==> src/rtl/dhm_pkg.sv <==
// Shared constants, flag indices and the window-length helper for the
// divided clock health monitor.
package dhm_pkg;

    // Nominal ratio between the fast clock and the monitored clock.
    localparam int BASE_DIV = 8;

    // Number of sticky fault flags.
    localparam int NUM_FLAGS = 4;

    // Position of each fault in the sticky flag vector.
    typedef enum logic [1:0] {
        FLG_DUTY    = 2'd0,
        FLG_STUCK   = 2'd1,
        FLG_INLOST  = 2'd2,
        FLG_OUTSTOP = 2'd3
    } flag_e;

    // Number of samples in a window for a given select code.
    function automatic int win_len(input int sel);
        return BASE_DIV * (sel + 1);
    endfunction

    // Expected high-count (half the window) for a given select code.
    function automatic int win_half(input int sel);
        return (BASE_DIV / 2) * (sel + 1);
    endfunction

endpackage

==> src/rtl/dhm_sync.sv <==
// Two-stage synchronizer, one lane per bit.
// Assumes: inputs may be asynchronous to clk; pulses meant to pass must last
// at least one clk period. The flops have no reset on purpose, so the
// synchronized value stays valid through a reset of the rest of the block.
module dhm_sync #(
    parameter int W = 1
) (
    input  logic         clk,
    input  logic [W-1:0] d,
    output logic [W-1:0] q
);

    logic [W-1:0] meta;
    logic [W-1:0] stable;

    // Shift each lane through two flops.
    always_ff @(posedge clk) begin
        meta   <= d;
        stable <= meta;
    end

    assign q = stable;

endmodule

==> src/rtl/dhm_window.sv <==
// Window sampler: counts high samples of the synchronized divided clock over
// a window of win_len(sel) cycles, and notes whether any two consecutive
// samples in the window differed. Presents one registered verdict per window.
// Assumes: smp is already synchronous to clk; win_sel is taken at reset and at
// each window boundary only.
module dhm_window #(
    parameter int SEL_W = 2,
    parameter int CNT_W = 6
) (
    input  logic             clk,
    input  logic             rst_n,
    input  logic             smp,
    input  logic [SEL_W-1:0] win_sel,
    output logic             done_o,
    output logic [CNT_W-1:0] cnt_o,
    output logic             stuck_o,
    output logic [SEL_W-1:0] sel_o
);

    localparam logic [CNT_W-1:0] ONE = {{(CNT_W-1){1'b0}}, 1'b1};

    logic [SEL_W-1:0] sel_q;
    logic [CNT_W-1:0] pos;
    logic [CNT_W-1:0] acc;
    logic [CNT_W-1:0] len;
    logic             prev;
    logic             seen_chg;
    logic             chg;
    logic             last;
    logic [CNT_W-1:0] smp_ext;
    logic [CNT_W-1:0] sel_len;

    // Length of the window in progress and of the one being reported.
    always_comb begin
        len     = CNT_W'(dhm_pkg::win_len(int'(sel_q)));
        sel_len = CNT_W'(dhm_pkg::win_len(int'(sel_o)));
        smp_ext = {{(CNT_W-1){1'b0}}, smp};
        last    = (pos == len - ONE);
        chg     = (pos != '0) && (smp != prev);
    end

    // Advance the window, accumulate high samples and close each window.
    always_ff @(posedge clk) begin
        if (!rst_n) begin
            sel_q    <= win_sel;
            pos      <= '0;
            acc      <= '0;
            prev     <= 1'b0;
            seen_chg <= 1'b0;
            done_o   <= 1'b0;
            cnt_o    <= '0;
            stuck_o  <= 1'b0;
            sel_o    <= '0;
        end else begin
            prev   <= smp;
            done_o <= 1'b0;
            if (last) begin
                done_o   <= 1'b1;
                cnt_o    <= acc + smp_ext;
                stuck_o  <= !(seen_chg || chg);
                sel_o    <= sel_q;
                sel_q    <= win_sel;
                pos      <= '0;
                acc      <= '0;
                seen_chg <= 1'b0;
            end else begin
                pos <= pos + ONE;
                acc <= acc + smp_ext;
                if (chg) begin
                    seen_chg <= 1'b1;
                end
            end
        end
    end


    pos_in_window_chk: assert property (@(posedge clk) disable iff (!rst_n)
        pos < len);


    stuck_level_chk: assert property (@(posedge clk) disable iff (!rst_n)
        (done_o && stuck_o) |-> (cnt_o == '0 || cnt_o == sel_len));

endmodule

==> src/rtl/dhm_judge.sv <==
// Judge: compares each window's high-count with half the window, applies the
// tolerance, and issues a one-cycle reset request unless the holdoff timer is
// still running. Emits one-cycle fault events for the sticky flags.
// Assumes: done_i is a single-cycle strobe at most once every 8 cycles.
module dhm_judge #(
    parameter int SEL_W  = 2,
    parameter int CNT_W  = 6,
    parameter int TOL_W  = 6,
    parameter int HOLD_W = 8
) (
    input  logic              clk,
    input  logic              rst_n,
    input  logic              done_i,
    input  logic [CNT_W-1:0]  cnt_i,
    input  logic              stuck_i,
    input  logic [SEL_W-1:0]  sel_i,
    input  logic [TOL_W-1:0]  tol,
    input  logic [HOLD_W-1:0] holdoff,
    output logic              rst_req,
    output logic              duty_ev,
    output logic              stuck_ev
);

    localparam logic [HOLD_W-1:0] HONE = {{(HOLD_W-1){1'b0}}, 1'b1};

    logic [CNT_W-1:0]  expect_cnt;
    logic [CNT_W-1:0]  dev;
    logic              duty_bad;
    logic              any_bad;
    logic [HOLD_W-1:0] hold_cnt;

    // Absolute deviation of the count from the half-window value.
    always_comb begin
        expect_cnt = CNT_W'(dhm_pkg::win_half(int'(sel_i)));
        dev        = (cnt_i >= expect_cnt) ? (cnt_i - expect_cnt)
                                           : (expect_cnt - cnt_i);
        duty_bad   = done_i && (int'(dev) > int'(tol));
        any_bad    = duty_bad || (done_i && stuck_i);
    end

    // Issue requests, run the holdoff timer and register fault events.
    always_ff @(posedge clk) begin
        if (!rst_n) begin
            rst_req  <= 1'b0;
            hold_cnt <= '0;
            duty_ev  <= 1'b0;
            stuck_ev <= 1'b0;
        end else begin
            rst_req  <= 1'b0;
            duty_ev  <= duty_bad;
            stuck_ev <= done_i && stuck_i;
            if (any_bad && hold_cnt == '0) begin
                rst_req  <= 1'b1;
                hold_cnt <= holdoff;
            end else if (hold_cnt != '0) begin
                hold_cnt <= hold_cnt - HONE;
            end
        end
    end


    req_one_cycle_chk: assert property (@(posedge clk) disable iff (!rst_n)
        rst_req |=> !rst_req);


    hold_blocks_chk: assert property (@(posedge clk) disable iff (!rst_n)
        (hold_cnt != '0) |=> !rst_req);


    hold_load_chk: assert property (@(posedge clk) disable iff (!rst_n)
        rst_req |-> (hold_cnt == $past(holdoff)));

endmodule

==> src/rtl/dhm_flags.sv <==
// Sticky fault flags: each bit is set by its event and cleared by the clear
// input. A set event in the same cycle as the clear leaves the bit set.
// Assumes: events and clear are synchronous to clk.
module dhm_flags #(
    parameter int N = 4
) (
    input  logic         clk,
    input  logic         rst_n,
    input  logic [N-1:0] set_i,
    input  logic         clr_i,
    output logic [N-1:0] flags
);

    // Hold, clear or set the flag bits.
    always_ff @(posedge clk) begin
        if (!rst_n) begin
            flags <= '0;
        end else begin
            flags <= (clr_i ? '0 : flags) | set_i;
        end
    end

    for (genvar i = 0; i < N; i++) begin : g_chk

        set_wins_chk: assert property (@(posedge clk) disable iff (!rst_n)
            set_i[i] |=> flags[i]);


        sticky_hold_chk: assert property (@(posedge clk) disable iff (!rst_n)
            (flags[i] && !clr_i) |=> flags[i]);
    end

endmodule

==> src/rtl/dclk_health_mon.sv <==
// Divided clock health monitor (top). Synchronizes the divided clock and the
// two synthesizer status inputs, judges the divided clock per window, and
// exposes a reset request plus four sticky fault flags.
// Assumes: clk is the fast clock, nominally 8x the monitored clock; status
// inputs are levels or pulses of at least one clk period.
module dclk_health_mon #(
    parameter int SEL_W  = 2,
    parameter int TOL_W  = 6,
    parameter int HOLD_W = 8
) (
    input  logic              clk,
    input  logic              rst_n,
    input  logic              div_clk,
    input  logic [SEL_W-1:0]  win_sel,
    input  logic [TOL_W-1:0]  tol,
    input  logic [HOLD_W-1:0] holdoff,
    input  logic              in_lost,
    input  logic              out_stopped,
    input  logic              flag_clr,
    output logic              rst_req,
    output logic              flt_duty,
    output logic              flt_stuck,
    output logic              flt_in_lost,
    output logic              flt_out_stop
);

    import dhm_pkg::*;

    localparam int MAX_WIN = BASE_DIV * (2 ** SEL_W);
    localparam int CNT_W   = $clog2(MAX_WIN + 1);

    logic [2:0]           sync_q;
    logic                 smp;
    logic                 lost_s;
    logic                 stop_s;
    logic                 done;
    logic [CNT_W-1:0]     cnt;
    logic                 stuck;
    logic [SEL_W-1:0]     sel_rep;
    logic                 duty_ev;
    logic                 stuck_ev;
    logic [NUM_FLAGS-1:0] set_vec;
    logic [NUM_FLAGS-1:0] flags;

    dhm_sync #(.W(3)) u_sync (
        .clk (clk),
        .d   ({out_stopped, in_lost, div_clk}),
        .q   (sync_q)
    );

    assign smp    = sync_q[0];
    assign lost_s = sync_q[1];
    assign stop_s = sync_q[2];

    dhm_window #(.SEL_W(SEL_W), .CNT_W(CNT_W)) u_window (
        .clk     (clk),
        .rst_n   (rst_n),
        .smp     (smp),
        .win_sel (win_sel),
        .done_o  (done),
        .cnt_o   (cnt),
        .stuck_o (stuck),
        .sel_o   (sel_rep)
    );

    dhm_judge #(.SEL_W(SEL_W), .CNT_W(CNT_W), .TOL_W(TOL_W), .HOLD_W(HOLD_W)) u_judge (
        .clk      (clk),
        .rst_n    (rst_n),
        .done_i   (done),
        .cnt_i    (cnt),
        .stuck_i  (stuck),
        .sel_i    (sel_rep),
        .tol      (tol),
        .holdoff  (holdoff),
        .rst_req  (rst_req),
        .duty_ev  (duty_ev),
        .stuck_ev (stuck_ev)
    );

    // Gather the fault events into the flag vector.
    always_comb begin
        set_vec              = '0;
        set_vec[FLG_DUTY]    = duty_ev;
        set_vec[FLG_STUCK]   = stuck_ev;
        set_vec[FLG_INLOST]  = lost_s;
        set_vec[FLG_OUTSTOP] = stop_s;
    end

    dhm_flags #(.N(NUM_FLAGS)) u_flags (
        .clk   (clk),
        .rst_n (rst_n),
        .set_i (set_vec),
        .clr_i (flag_clr),
        .flags (flags)
    );

    assign flt_duty     = flags[FLG_DUTY];
    assign flt_stuck    = flags[FLG_STUCK];
    assign flt_in_lost  = flags[FLG_INLOST];
    assign flt_out_stop = flags[FLG_OUTSTOP];


    reset_quiet_chk: assert property (@(posedge clk)
        !rst_n |=> (!rst_req && flags == '0));


    duty_flag_chk: assert property (@(posedge clk) disable iff (!rst_n)
        duty_ev |=> flt_duty);

endmodule

==> config.mk <==
export PLATFORM = sky130hd
export DESIGN_NAME = dclk_health_mon
export DESIGN_NICKNAME = d
export VERILOG_FILES = /design/src/rtl/dhm_pkg.sv /design/src/rtl/dhm_sync.sv /design/src/rtl/dhm_window.sv /design/src/rtl/dhm_judge.sv /design/src/rtl/dhm_flags.sv /design/src/rtl/dclk_health_mon.sv
export SDC_FILE = /design/constraint.sdc
export NUM_CORES = 1
export LEC_CHECK = 0
export BUFFER_PORTS_ARGS = -buffer_cell sky130_fd_sc_hd__buf_2
export CAP_MARGIN = 30
export CORE_MARGIN = 2
export CORE_UTILIZATION = 54
export CTS_BUF_LIST = sky130_fd_sc_hd__clkbuf_8
export DETAILED_ROUTE_END_ITERATION = 12
export PLACE_DENSITY_LB_ADDON = 0.05
export REMOVE_ABC_BUFFERS = 1
export SYNTH_ARGS = -nofsm -noshare
export SYNTH_HDL_FRONTEND = slang
export SYNTH_SLANG_ARGS = --single-unit
export TNS_END_PERCENT = 50
==> constraint.sdc <==
create_clock -name clk -period 9.1 [get_ports clk]
set_input_delay 0.91 -clock clk [delete_from_list [all_inputs] [get_ports clk]]
set_output_delay 0.91 -clock clk [all_outputs]
set_load 0.005 [all_outputs]
==> results by stage <==
Synthesis:
- The count of state elements after synthesis is 47.
- The Yosys warning count is 0.
- The count of flip-flops with a built-in enable after synthesis is 2.
- The share of synthesized area in the top cell type comes to 0.391.
- In the synthesized netlist, the number of instances is between 200 and 300.
- The largest total area in the synthesized netlist belongs to sky130_fd_sc_hd__dfxtp_1.
- The cell with the most instances after synthesis is sky130_fd_sc_hd__dfxtp_1.
- The synthesized netlist occupies a cell area of roughly 0.0023 sq mm.
- The share of synthesized area occupied by flip-flops and latches is 0.417.
- For this run, asynchronously set or reset flops after synthesis account for 0.
- The unique cell type count in the Yosys netlist is just over 40.
- By area the synthesized netlist is led by sky130_fd_sc_hd__dfxtp_1 39%, sky130_fd_sc_hd__ha_1 12%, sky130_fd_sc_hd__nor2_1 4.6%.
- The synthesized area per cell is 9.19 sq um.
- The most common flop cell mapped by yosys is sky130_fd_sc_hd__dfxtp_1.
- By count the netlist is led by 45 x sky130_fd_sc_hd__dfxtp_1, 28 x sky130_fd_sc_hd__nor2_1, 24 x sky130_fd_sc_hd__inv_1.

Placed design:
- In this run the tool buffered the top-level ports with 26 buffer cells.
- Once detailed placement completed, the half-perimeter wirelength came to 3020 um.
- The global placer's final weighted congestion is 0.759.

Setup path:
- The endpoint kind of the worst setup timing path is a register.
- In this run the register-to-register setup slack is 5.62 ns.
- STA classifies the critical path startpoint as a register.
- The logic depth of the worst register-to-register path is 13.
- Along the worst path, the maximum fanout reaches 5.
- The startpoint identified for the worst register-to-register timing path is u_window.sel_o[0]$_SDFFE_PN0P_.
- The signal on the critical path passes through ha_1 -> ha_1 -> and3_1 -> o21ai_0 -> nand2_1 -> mux2i_1 -> xor2_1 -> ha_1 -> nand4_1 -> o21bai_1 -> and4b_1 -> or4_1 -> nand3_1.
- The setup path with the least slack is of type reg2reg.
- Among the stages of the critical path, the cell type that occurs most often is sky130_fd_sc_hd__ha_1.
- For the worst setup path, the data arrival time is approximately 3.7 ns.
- STA puts the critical path data required time at 9.34 ns.
- The cell type of the slowest stage on the worst timing path is sky130_fd_sc_hd__or4_1.
- In this design, the stage delay of the slowest critical-path cell is approximately 0.5 ns.
- The endpoint of the lowest-slack register-to-register path is u_judge.hold_cnt[0]$_SDFFE_PN0P_.

Power and ir drop:
- For this design the static power due to leakage is about 1.2 nW.
- The worst-case IR drop observed on VDD is 0.111 mV.
- The cell area power density is 209 mW/mm^2.

Clock network:
- Buffers inserted to repair hold after CTS numbered 0.
- TritonCTS built the clock tree.
- Clock-pin slew was measured on the worst setup and hold paths at 0.09 ns.
- The clock drives 47 sinks.
- The clock tree root driver cell is sky130_fd_sc_hd__clkbuf_8.
- The clock passes through at most 2 buffers.
- After clock tree synthesis, the repair step resized 0 gates.
- The CTS H-tree depth is 2.
- The number of buffers inserted during clock tree synthesis is 5.
- The post-CTS setup buffer count is 0.
- The clock latency on the worst-skew pair is 0.29 ns.

Finish:
- The multi-input combinational cells in the finished layout cover a total of 0.00123 sq mm.
- The final antenna diode count is 0.
- The sequential cells in the finished layout cover a total of 961 sq um.
- The ratio of cells with drive above 1 in the final layout is 0.146.
- The final layout contains roughly 320 nets.
- At the end of the flow the core is filled with cells to 0.645.
- The layout overhead on the synthesized area is 13.5%.
- After filler insertion, the fill cell instance count of the layout stands at between 300 and 400.

Min path:
- The startpoint identified for the worst hold timing path is u_sync.meta[2]$_DFF_P_.
- The worst hold path terminates at u_sync.q[2]$_DFF_P_.
- The worst hold path passes through 0 cells.
- The path class of the tightest hold or removal check is reg2reg.

Global routing:
- Entering global routing, the biggest net connects 22 pins.
- The remaining global-route overflow is 0.
- The first-pass GRT wire length is 7180 um.
- The initial antenna violation count is 0.
- The number of global-route vias before repair is 1,656.
- The overall fraction of global-route tracks in use is 0.183.

Routing:
- For this block, the routed nets add up to 4000 um of wire.
- The routed layout has 1,731 vias.
- After detailed routing, the average wire length per cell comes to 12.1 um.
- The post-detailed-route via-to-cell ratio is 5.25.
- In this run the remaining antenna-violating nets after routing total 0.
- For this run, design rule violations remaining after detail routing come to 0.
- The number of iterations in the first detailed-routing pass is 4.
- For this block, the initial DRC count from the detailed router was 65.

Timing:
- Based on the critical path, the design can be clocked at up to roughly 0.29 GHz.
- The minimum clock period is 3.48 ns.
- In this run the tightest slew margin relative to its limit is 0.562.
- The slew at the pin closest to its max-slew limit is 0.657 ns.
- The post-route clock skew is 0.00289 ns.
- The number of pins exceeding their max-slew limit in the final report was 0.
- Setup repair after global routing left no endpoint under its margin.
- The total count of hold-check failures in the final report is 0.
- In the final timing run, aggregate negative setup slack is 0 ns.
- The ratio of final minimum period to clock period is 0.383.
- On the final layout, the worst hold slack is 0.334 ns.
- The final count of negative-setup-slack endpoints is 0.

Die:
- The initial core utilization is 0.568.
- The placeable core region is just over 0.004 sq mm.
- The floorplan step defined a die boundary enclosing about 0.0048 sq mm.
- In this run the count of I/O pins placed on the die edge is 27.
- After floorplanning, the core was divided into 23 placement rows.
- The die is a little under 70 um wide.
- The vertical extent of the die is 69.3 um.

Run status:
- The flow ran to the end, and the final reports show no timing, DRC or antenna violations.

Flow run:
- Across the run, the number of max-cap violations was 0.
[power by group]
part           switching (mW)  internal [mW]
Combinational          0.0620         0.0612
Sequential             0.0186          0.227
Clock                  0.0687          0.110
Total                   0.149          0.397
[flip-flops by register name, summed over array words and instances (netlist names), 2 cells and up]
name              cells
u_judge.hold_cnt      8
u_window.acc          6
u_window.cnt_o        6
u_window.pos          6
u_flags.flags         4
u_sync.meta           3
u_sync.q              3
u_window.sel_o        2
u_window.sel_q        2
[per-layer routing]
metal | global-route usage | vias up | part of all wire
met5 | 0 | - | 0
met4 | 0.0610 | 0 | 0.011
met3 | 0.0407 | 4 | 0.035
met2 | 0.286 | 27 | 0.44
met1 | 0.249 | 784 | 0.52
li1 | - | 916 | -
[worst max-delay path, delay by kind of cell (launching register included)]
kind	cells	cell delay, ns
fa+ha+maj	3	0.97
simple gates	6	1.32
mux	1	0.17
flops	1	0.34
xor+xnor	1	0.16
compound gates	2	0.47
[area by class of cell]
class / instances / share of cell area
Multi-Input combinational cell: 174 / 0.470
Sequential cell: 47 / 0.367
Timing Repair Buffer: 27 / 0.0526
Inverter: 24 / 0.0344
Clock buffer: 5 / 0.0263
Clock inverter: 3 / 0.0253
Tap cell: 50 / 0.0239
[how the worst max path moves through the flow]
stage | startpoint | to | slack (ns) | cells past startpoint
detailed placement | u_window.sel_o[0]$_SDFFE_PN0P_ | u_judge.hold_cnt[0]$_SDFFE_PN0P_ | 5.62 | 13
global placement | u_window.sel_o[0]$_SDFFE_PN0P_ | u_judge.hold_cnt[0]$_SDFFE_PN0P_ | 5.69 | 13
finish | u_window.sel_o[0]$_SDFFE_PN0P_ | u_judge.hold_cnt[0]$_SDFFE_PN0P_ | 5.62 | 13
floorplan | u_window.sel_o[0]$_SDFFE_PN0P_ | u_judge.hold_cnt[0]$_SDFFE_PN0P_ | 5.83 | 13
global route | u_window.sel_o[0]$_SDFFE_PN0P_ | u_judge.hold_cnt[0]$_SDFFE_PN0P_ | 5.36 | 13
CTS | u_window.sel_o[0]$_SDFFE_PN0P_ | u_judge.hold_cnt[0]$_SDFFE_PN0P_ | 5.60 | 13
[per-stage QoR]
stage,setup WS (ns),instance area [sq um],total power [mW],instances
after floorplan,5.83,2280,0.346,245
after global placement,5.69,2480,0.371,322
after detailed placement,5.62,2480,0.373,322
after CTS,5.60,2620,0.552,330
after global routing,5.36,2620,0.584,330
final,5.62,2620,0.547,330
[layout by cell type, fill, tap and decap left out, types with 2 or more instances in the layout]
cell type                   instances
sky130_fd_sc_hd__nor2b_1            4
sky130_fd_sc_hd__o21ai_0            6
sky130_fd_sc_hd__and2_1             2
sky130_fd_sc_hd__a31oi_1            2
sky130_fd_sc_hd__and3_1            12
sky130_fd_sc_hd__nand2_1           12
sky130_fd_sc_hd__a21oi_1           12
sky130_fd_sc_hd__o2111ai_1          2
sky130_fd_sc_hd__a211oi_1           6
sky130_fd_sc_hd__edfxtp_1           2
sky130_fd_sc_hd__or4_4              2
sky130_fd_sc_hd__xnor2_1           11
sky130_fd_sc_hd__bufinv_16          2
sky130_fd_sc_hd__o22ai_1            4
sky130_fd_sc_hd__o21bai_1           2
sky130_fd_sc_hd__buf_2             26
sky130_fd_sc_hd__dfxtp_1           45
sky130_fd_sc_hd__nor2_1            28
sky130_fd_sc_hd__mux2i_1            8
sky130_fd_sc_hd__inv_1             24
sky130_fd_sc_hd__nand3_1           10
sky130_fd_sc_hd__clkbuf_8           5
sky130_fd_sc_hd__nor3_1             4
sky130_fd_sc_hd__nor4_1             2
sky130_fd_sc_hd__xor2_1             7
sky130_fd_sc_hd__ha_1              22
[cells by family (layout without fill, tap and decap cells)]
group,count (synthesis),after routing,synth area share
AND/OR/NAND/NOR,86,86,0.194
AO/OA/AOI/OAI,38,38,0.104
adder cells (fa/ha/maj),23,23,0.128
XOR/XNOR,18,18,0.0684
buffers and inverters,30,59,0.0494
flip-flops,47,47,0.417
multiplexers,9,9,0.0396
(Power assumes the default switching activity.)
